## config.mk

```make
export PLATFORM = sky130hd
export DESIGN_NAME = prio_steer
export DESIGN_NICKNAME = d
export VERILOG_FILES = /design/src/rtl/prio_steer_pkg.sv /design/src/rtl/prio_occ_cnt.sv /design/src/rtl/prio_map_bit.sv /design/src/rtl/prio_steer.sv
export SDC_FILE = /design/constraint.sdc
export NUM_CORES = 1
export LEC_CHECK = 0
export ABC_AREA = 0
export BUFFER_PORTS_ARGS = -buffer_cell sky130_fd_sc_hd__buf_2
export CAP_MARGIN = 20
export CORE_MARGIN = 1
export CORE_UTILIZATION = 40
export DETAILED_ROUTE_END_ITERATION = 10
export GPL_TIMING_DRIVEN = 0
export PLACE_DENSITY = 0.62
export SLEW_MARGIN = 15
export SYNTH_ARGS = -nofsm -noshare
export SYNTH_HDL_FRONTEND = slang
export SYNTH_SLANG_ARGS = --single-unit
```

## constraint.sdc

```tcl
create_clock -name clk -period 6.56 [get_ports clk]
set_clock_uncertainty 0.1 [all_clocks]
set_input_delay 0.328 -clock clk [delete_from_list [all_inputs] [get_ports clk]]
set_output_delay 0.328 -clock clk [all_outputs]
set_load 0.02 [all_outputs]
```

## src/rtl/prio_steer_pkg.sv

```systemverilog
package prio_steer_pkg;

  typedef enum logic {
    QSEL_EXPRESS = 1'b0,
    QSEL_PREEMPT = 1'b1
  } qsel_e;

  // Queue choice for one frame given the global enable and its mapping bit
  function automatic qsel_e pick_queue(input logic en, input logic map_bit);
    return (en && map_bit) ? QSEL_PREEMPT : QSEL_EXPRESS;
  endfunction

endpackage

```

## src/rtl/prio_occ_cnt.sv

```systemverilog
module prio_occ_cnt #(
  parameter int OCC_W = 4
) (
  input  logic clk,
  input  logic rst_n,
  input  logic inc,
  input  logic dec,
  output logic is_zero,
  output logic is_full
);

  logic [OCC_W-1:0] cnt_q;
  logic             dec_ok;

  // A dequeue with nothing counted is dropped
  assign dec_ok  = dec && (cnt_q != '0);
  assign is_zero = (cnt_q == '0);
  assign is_full = (cnt_q == '1);

  always_ff @(posedge clk) begin
    if (!rst_n) begin
      cnt_q <= '0;
    end else begin
      case ({inc, dec_ok})
        2'b10:   cnt_q <= cnt_q + 1'b1;
        2'b01:   cnt_q <= cnt_q - 1'b1;
        default: cnt_q <= cnt_q;
      endcase
    end
  end

endmodule

```

## src/rtl/prio_map_bit.sv

```systemverilog
module prio_map_bit (
  input  logic clk,
  input  logic rst_n,
  input  logic req_bit,
  input  logic occ_zero,
  input  logic enq_hit,
  output logic eff_bit
);

  // The switch is allowed only on an idle priority; an arriving frame wins
  logic may_switch;
  assign may_switch = occ_zero && !enq_hit;

  always_ff @(posedge clk) begin
    if (!rst_n) begin
      eff_bit <= 1'b0;
    end else if (may_switch) begin
      eff_bit <= req_bit;
    end
  end

endmodule

```

## src/rtl/prio_steer.sv

```systemverilog
module prio_steer
  import prio_steer_pkg::*;
#(
  parameter int NUM_PRIO = 8,
  parameter int OCC_W    = 4,
  localparam int PRIO_W  = (NUM_PRIO > 1) ? $clog2(NUM_PRIO) : 1
) (
  input  logic                clk,
  input  logic                rst_n,
  input  logic                steer_en,
  input  logic [NUM_PRIO-1:0] req_mask,
  input  logic                enq_valid,
  input  logic [PRIO_W-1:0]   enq_prio,
  output logic                enq_ready,
  output logic                enq_preempt,
  input  logic                deq_valid,
  input  logic [PRIO_W-1:0]   deq_prio,
  output logic [NUM_PRIO-1:0] eff_map,
  output logic [NUM_PRIO-1:0] pending
);

  logic [NUM_PRIO-1:0] occ_zero;
  logic [NUM_PRIO-1:0] occ_full;
  logic [NUM_PRIO-1:0] enq_hit;
  logic [NUM_PRIO-1:0] deq_hit;
  logic                enq_fire;
  qsel_e               sel;

  assign enq_ready = !occ_full[enq_prio];
  assign enq_fire  = enq_valid && enq_ready;

  for (genvar i = 0; i < NUM_PRIO; i++) begin : g_prio
    assign enq_hit[i] = enq_fire  && (enq_prio == PRIO_W'(i));
    assign deq_hit[i] = deq_valid && (deq_prio == PRIO_W'(i));

    prio_occ_cnt #(.OCC_W(OCC_W)) u_cnt (
      .clk     (clk),
      .rst_n   (rst_n),
      .inc     (enq_hit[i]),
      .dec     (deq_hit[i]),
      .is_zero (occ_zero[i]),
      .is_full (occ_full[i])
    );

    prio_map_bit u_map (
      .clk      (clk),
      .rst_n    (rst_n),
      .req_bit  (req_mask[i]),
      .occ_zero (occ_zero[i]),
      .enq_hit  (enq_hit[i]),
      .eff_bit  (eff_map[i])
    );
  end

  assign sel         = pick_queue(steer_en, eff_map[enq_prio]);
  assign enq_preempt = (sel == QSEL_PREEMPT);
  assign pending     = req_mask ^ eff_map;

endmodule

```

==> results of run 1 <==
==> registers in the layout, indices dropped and copies added (netlist names) <==
signal                flops
g_prio.u_cnt.cnt_q       32
g_prio.u_map.eff_bit      8
==> synthesized netlist by cell type (2+ instances only) <==
cell | instances | area [um^2]
a21boi_0 | 11 | 82.6
a21boi_1 | 2 | 15.0
a21oi_1 | 14 | 70.1
a31oi_1 | 6 | 37.5
and2_1 | 12 | 75.1
and3_1 | 5 | 31.3
buf_4 | 8 | 60.1
buf_6 | 2 | 22.5
clkbuf_1 | 7 | 26.3
dfxtp_1 | 40 | 801
ha_1 | 24 | 300
inv_1 | 3 | 11.3
mux2i_1 | 22 | 220
mux4_2 | 2 | 45.0
nand2_1 | 29 | 109
nand2b_1 | 7 | 43.8
nand3_1 | 2 | 10.0
nand4_1 | 3 | 18.8
nand4b_1 | 4 | 35.0
nor2_1 | 5 | 18.8
nor2b_1 | 14 | 87.6
nor3_1 | 3 | 15.0
nor3b_1 | 5 | 37.5
nor4b_1 | 2 | 17.5
nor4bb_1 | 3 | 30.0
o211ai_1 | 2 | 15.0
o21ai_0 | 17 | 85.1
o21bai_1 | 2 | 15.0
o22a_1 | 3 | 26.3
o32a_1 | 2 | 20.0
or3_1 | 12 | 75.1
or4_1 | 7 | 52.6
or4b_1 | 2 | 20.0
xnor2_1 | 9 | 78.8
xor2_1 | 24 | 210
==> final timing paths <==
path,endpoint,cells past startpoint,slack [ns],start
min reg2reg,g_prio[2].u_cnt.cnt_q[3]$_SDFFE_PN0P_,2,0.40,g_prio[2].u_cnt.cnt_q[3]$_SDFFE_PN0P_
max reg2reg,g_prio[4].u_cnt.cnt_q[2]$_SDFFE_PN0P_,12,3.42,g_prio[4].u_cnt.cnt_q[1]$_SDFFE_PN0P_
min,g_prio[7].u_map.eff_bit$_SDFFE_PN0P_,3,0.18,req_mask[7]
max,g_prio[4].u_cnt.cnt_q[2]$_SDFFE_PN0P_,12,3.42,g_prio[4].u_cnt.cnt_q[1]$_SDFFE_PN0P_
==> metal layers <==
metal / part of all wire [%] / vias to the layer above / wire [um]
li1: - / 1273 / -
met1: 48 / 1178 / 3150
met2: 47 / 27 / 3080
met3: 3.8 / 2 / 244
met4: 0.29 / 0 / 19
met5: 0 / - / 0
==> area by class of cell <==
cell class	count	area, um^2
Sequential cell	40	801
Buffer	17	109
Multi-Input combinational cell	268	2060
Fill cell	714	3840
Tap cell	99	124
Timing Repair Buffer	34	170
Clock buffer	6	82.6
Clock inverter	2	15.0
Inverter	3	11.3
==> stage by stage <==
step	util (%)	setup slack, ns	hold slack (ns)
CTS	46.8	3.46	0.181
finish	46.8	3.42	0.184
detailed placement	45.4	3.41	0.383
global route	46.8	3.22	0.186
global placement	45.4	3.47	0.377
floorplan	-	3.75	0.354
==> worst min-delay path: stages <==
cell and delay [ns]:
buf_2 0.11, nand2_1 0.05, mux2i_1 0.05
==> kinds of logic (layout without fill, tap and decap cells) <==
logic type / count (synthesis) / count (layout) / synth area share [%]
AOI/OAI and AO/OA: 64 / 64 / 14.7
xor gates and xnor gates: 33 / 33 / 9.69
adders and majority gates: 24 / 24 / 10.1
buffers and inverters: 20 / 62 / 4.03
DFF: 40 / 40 / 26.9
muxes: 25 / 25 / 9.27
and+or+nand+nor: 122 / 122 / 25.4
==> where the power goes <==
part / total [mW] / internal, mW / switching [mW]
registers: 0.257 / 0.249 / 0.00828
clock network: 0.179 / 0.0853 / 0.0941
logic: 0.0873 / 0.0390 / 0.0483
==> flow_metrics.tcl, run 1 <==
set metrics [dict create \
    crit_chain "and3_1 > and3_1 > nor4_4 > and2_1 > nand2_1 > ha_1 > xor2_1 > ha_1 > a21oi_1 > xor2_1 > or3_1 > a21boi_0" \
    nets 412 \
    maxCapViolCount 0 \
    clock_latency_ns 0.30 \
    num_io_pins 37 \
    crit_family "simple AND/OR/NAND/NOR gates" \
    fp-row-count 31 \
    drc 0 \
    mostFrequentLayoutCells "dfxtp_1 (40), buf_2 (34), nand2_1 (29), xor2_1 (24), ha_1 (24)" \
    cp_slowest_cell "nor4_4" \
    cts_max_path_buffers 2 \
    layout_worst_path_cycle_share_pct 47.9 \
    antenna_cells 0 \
    core_area_um2 7210 \
    dp_hpwl_um 4830 \
    place_area_um2 3280 \
    hold_viol 0 \
    critical_path_class "flip-flop to flip-flop" \
    drive_gt1_share_pct 16.5 \
    hold_path.class "input port to flip-flop" \
    yosysWarnings 0 \
    gp_congestion 0.772 \
    ant_nets 0 \
    postCtsSetupBuffers 0 \
    setup_viol 0 \
    cts_tree "yes" \
    timing.fmax_mhz 318 \
    min_period_ns 3.14 \
    clk_root_buffer_cell "clkbuf_8" \
    final_area_um2 3370 \
    ys_ff_latch 40 \
    critPathArrivalTime_ns 3.25 \
    max_stage_delay_ns 0.44 \
    avgSynthCellArea_um2 9.09 \
    dp_cells 461 \
    grt_antenna_before_repair 0 \
    die_area_um2 7800 \
    cts_buffers 5 \
    worstPathMaxFanout 7 \
    die-width_um 88.3 \
    rsz0062_at_grt "false" \
    post_cts_resized 0 \
    cts_sinks 40 \
    met3_usage_pct 2.80 \
    fin_cells 469 \
    layout_commonest_cell "dfxtp_1" \
    num_vias 2480 \
    yosys.cell_types.count 48 \
    met2_usage_pct 27.3 \
    power.total_uw 524 \
    critPathBufInv 0 \
    routedWlPerCell_um 13.8 \
    gr-total-overflow 0 \
    first_iter_violations 98 \
    end_kind "flip-flop" \
    syn_to_final_growth_pct 13.1 \
    initial_utilization_pct 41.3 \
    grt_use_total_pct 17.0 \
    p_leak_nw 1.48 \
    die_h_um 88.3 \
    grt_pass1_vias 2159 \
    clk_pin_slew_ns 0.09 \
    synth_seq_area_share_pct 26.9 \
    wl_um 6500 \
    status "completed" \
    setup_tns_ns 0 \
    htreeDepth 2 \
    synth_fp_nets 371 \
    tightest_slew_ns 0.658 \
    powerDensity_nw_per_um2 155 \
    holdBufCountCts 0 \
    drv_slew 0 \
    irDropWorstVdd_mv 0.0750 \
    dr.pass1.iters 4 \
    io_buffers 34 \
    start_kind "flip-flop" \
    syn-cell-area_um2 2980 \
    vias_per_cell 5.29 \
    grt_max_degree 14 \
    async_reset_ff_share_pct 0 \
    syn_inst 328 \
    critPathRequiredTime_ns 6.67 \
    relSlewSlack_pct 56.1 \
    busiest_layer "met2" \
    synth_top_flop_cell "dfxtp_1" \
    grt_pass1_wl_um 10300 \
    synth-edff-count 0 \
    grt_util_met1_pct 23.9 \
]
No activity file was read; power rests on OpenSTA's default activity.
==> run 2: changes to the inputs <==
--- a/config.mk
+++ b/config.mk
@@ -5,14 +5,14 @@
 export SDC_FILE = /design/constraint.sdc
 export NUM_CORES = 1
 export LEC_CHECK = 0
-export ABC_AREA = 0
+export ABC_AREA = 1
 export BUFFER_PORTS_ARGS = -buffer_cell sky130_fd_sc_hd__buf_2
 export CAP_MARGIN = 20
 export CORE_MARGIN = 1
 export CORE_UTILIZATION = 40
 export DETAILED_ROUTE_END_ITERATION = 10
 export GPL_TIMING_DRIVEN = 0
-export PLACE_DENSITY = 0.62
+export PLACE_DENSITY = 0.64
 export SLEW_MARGIN = 15
 export SYNTH_ARGS = -nofsm -noshare
 export SYNTH_HDL_FRONTEND = slang
==> constraint.sdc (replaced) <==
create_clock -name clk -period 2.79 [get_ports clk]
set_clock_uncertainty 0.1 [all_clocks]
set_input_delay 0.1395 -clock clk [delete_from_list [all_inputs] [get_ports clk]]
set_output_delay 0.1395 -clock clk [all_outputs]
set_load 0.02 [all_outputs]
==> run 2 against run 1 <==
  * Critical path depth grew 1
  * Worst hold slack lost 0.094 ns
  * Power grew to 2.7 times the previous value
  * First-iteration DRC count grew 8.2%
  * Critical path type unchanged
  * Critical endpoint is now g_prio[6].u_cnt.cnt_q[3]$_SDFFE_PN0P_
==> flow_metrics.tcl, run 2 <==
set metrics [dict create \
    synth_xor_area_share_pct 5.86 \
    grt_max_degree 13 \
    grt_pass1_vias 2446 \
    yosysWarnings 0 \
    end_kind "flip-flop" \
    cts_sinks 40 \
    hold_end "g_prio[3].u_map.eff_bit$_SDFFE_PN0P_" \
    synth_top_area_share_pct 26.8 \
    critPathBufInv 0 \
    min_period_ns 2.39 \
    mostFrequentLayoutCells "nor2_1 (73), inv_1 (62), nand2_1 (58), a21oi_1 (41), dfxtp_1 (40)" \
    initial_utilization_pct 41.2 \
    drive_gt1_share_pct 15.8 \
    cts_max_path_buffers 2 \
    io_buffers 34 \
    reg_top3 "g_prio.u_cnt.cnt_q: 32 flops, g_prio.u_map.eff_bit: 8 flops" \
    crit_chain "nand2_1 > nor3_1 > nor2_1 > nand2_2 > nand2_8 > nand3_4 > ha_1 > xor2_1 > nand3_1 > a21oi_1 > o21ai_0 > o21ai_0 > a21oi_1" \
    drc 0 \
    setup_ws_ns 0.403 \
    synth_largest_area_cell "dfxtp_1" \
    die_h_um 88.4 \
    yosys.area_share.simple_pct 30.7 \
    postCtsSetupBuffers 0 \
    num_io_pins 37 \
    irDropWorstVdd_mv 0.183 \
    clk_pin_slew_ns 0.09 \
    largest_reg_flops 32 \
    tightest_slew_ns 0.592 \
    timing.fmax_mhz 419 \
    hp-start "req_mask[3]" \
    fillCellCount 716 \
    relSlewSlack_pct 60.2 \
    r2r_start "g_prio[1].u_cnt.cnt_q[2]$_SDFFE_PN0P_" \
    syn_inst 438 \
    synth_area_leaders "dfxtp_1 (27%), ha_1 (10%), nor2_1 (9.2%), inv_1 (7.8%), nand2_1 (7.3%)" \
    hold_viol 0 \
    dr.pass1.iters 4 \
    synth_top_family_by_area "simple AND/OR/NAND/NOR gates" \
    grt_antenna_before_repair 0 \
    yosysMostFrequentCell "nor2_1" \
    power.total_mw 1.42 \
    synth_fp_nets 481 \
    ff_latch_area_um2 801 \
    ant_nets 0 \
    drv_slew 0 \
    cts_tree "yes" \
    layout_worst_path_cycle_share_pct 85.5 \
    ys_ff_latch 40 \
    critPathRequiredTime_ns 2.88 \
    crit_family "simple AND/OR/NAND/NOR gates" \
    synthMuxAreaShare_pct 0 \
    antenna_cells 0 \
    die_area_um2 7820 \
    avgSynthCellArea_um2 6.82 \
    grt_pass1_wl_um 10900 \
    die-width_um 88.4 \
    p_leak_nw 1.65 \
    reg2reg_slack_ns 0.40 \
    pre_cts_ws_ns 0.412 \
    gr-total-overflow 0 \
    synthTopCellsByCount "nor2_1 (73), inv_1 (62), nand2_1 (58)" \
    num_vias 2798 \
    setup_tns_ns 0 \
    path_depth 13 \
    vias_per_cell 4.83 \
    nets 522 \
    grt_use_total_pct 18.0 \
    wl_um 6810 \
    holdPathStages 5 \
    async_reset_ff_share_pct 0 \
    synth-edff-count 0 \
    fp-row-count 31 \
    synth_seq_area_share_pct 26.8 \
    layout_commonest_cell "nor2_1" \
    multiInputGateArea_um2 1860 \
    synth_top_flop_cell "dfxtp_1" \
    rsz0062_at_grt "false" \
    holdBufCountCts 0 \
    timing.rr.end "g_prio[6].u_cnt.cnt_q[3]$_SDFFE_PN0P_" \
    post_cts_resized 0 \
    yosys.cell_types.count 31 \
    cp_slowest_cell "dfxtp_1" \
    reg2regPathDepth 13 \
    first_iter_violations 106 \
    clk_root_buffer_cell "clkbuf_8" \
    syn-cell-area_um2 2990 \
    core_area_um2 7250 \
    maxCapViolCount 0 \
    synth-adder-area-share_pct 10.0 \
    critical_path_class "flip-flop to flip-flop" \
    powerDensity_nw_per_um2 418 \
    setup_viol 0 \
    routedWlPerCell_um 11.8 \
    syn_to_final_growth_pct 13.4 \
    htreeDepth 2 \
    critPathArrivalTime_ns 2.48 \
    start_kind "flip-flop" \
    cts_buffers 5 \
    synth-compound-area-share_pct 15.5 \
    largest_register "g_prio.u_cnt.cnt_q" \
    gp_congestion 0.874 \
    worstPathMaxFanout 5 \
    dp_hpwl_um 5290 \
    status "completed" \
    max_stage_delay_ns 0.42 \
    hold_path.class "input port to flip-flop" \
    clock_latency_ns 0.30 \
]
-- run 2: kinds of logic (layout without fill, tap and decap cells) --
group / after synthesis / count (layout)
xor gates and xnor gates: 20 / 20
buffers and inverters: 79 / 121
adders and majority gates: 24 / 24
and+or+nand+nor: 188 / 188
DFF: 40 / 40
AOI/OAI and AO/OA: 87 / 87
-- run 2: per-stage QoR --
step	hold WS, ns	util, %	cells	cell area [um^2]
5_1_grt	0.101	46.7	579	3390
3_3_place_gp	0.366	45.3	571	3280
2_1_floorplan	0.253	-	438	2990
6_report	0.0901	46.7	579	3390
3_5_place_dp	0.370	45.3	571	3280
4_1_cts	0.0862	46.7	579	3390
-- run 2: cell type report --
class                      instances  share of cell area [%]
multi-input combinational        319                    54.8
sequential                        40                    23.6
inverter                          66                    7.31
timing repair buffer              34                    5.02
tap                               99                    3.65
buffer                            13                    2.47
clock buffer                       6                    2.14
clock inverter                     2                    1.03
-- run 2: worst max-delay path by stage --
stage	slack [ns]	startpoint	to
2_1_floorplan	0.67	g_prio[1].u_cnt.cnt_q[2]$_SDFFE_PN0P_	g_prio[6].u_cnt.cnt_q[2]$_SDFFE_PN0P_
3_3_place_gp	0.47	g_prio[1].u_cnt.cnt_q[2]$_SDFFE_PN0P_	g_prio[7].u_cnt.cnt_q[3]$_SDFFE_PN0P_
3_5_place_dp	0.41	g_prio[1].u_cnt.cnt_q[2]$_SDFFE_PN0P_	g_prio[7].u_cnt.cnt_q[2]$_SDFFE_PN0P_
4_1_cts	0.41	g_prio[1].u_cnt.cnt_q[2]$_SDFFE_PN0P_	g_prio[7].u_cnt.cnt_q[2]$_SDFFE_PN0P_
5_1_grt	0.12	g_prio[1].u_cnt.cnt_q[2]$_SDFFE_PN0P_	g_prio[4].u_cnt.cnt_q[2]$_SDFFE_PN0P_
6_report	0.40	g_prio[1].u_cnt.cnt_q[2]$_SDFFE_PN0P_	g_prio[6].u_cnt.cnt_q[3]$_SDFFE_PN0P_
-- run 2: layer usage --
metal | share of wire (%) | vias up | track usage [%]
met5 | 0 | - | 0
met4 | 1.1 | 0 | 5.43
met3 | 3.9 | 9 | 3.08
met2 | 45 | 51 | 30.6
met1 | 50 | 1237 | 23.4
li1 | - | 1501 | -
-- run 2: power breakdown --
part | total, mW | switching, mW | internal (mW)
combinational | 0.300 | 0.182 | 0.118
sequential | 0.642 | 0.0420 | 0.600
clock | 0.476 | 0.210 | 0.266
total | 1.42 | 0.434 | 0.984
-- run 2: worst min-delay path: stages --
cell	delay (ns)
buf_2	0.11
inv_1	0.04
nand3_1	0.06
nand2_1	0.06
nor2_1	0.03
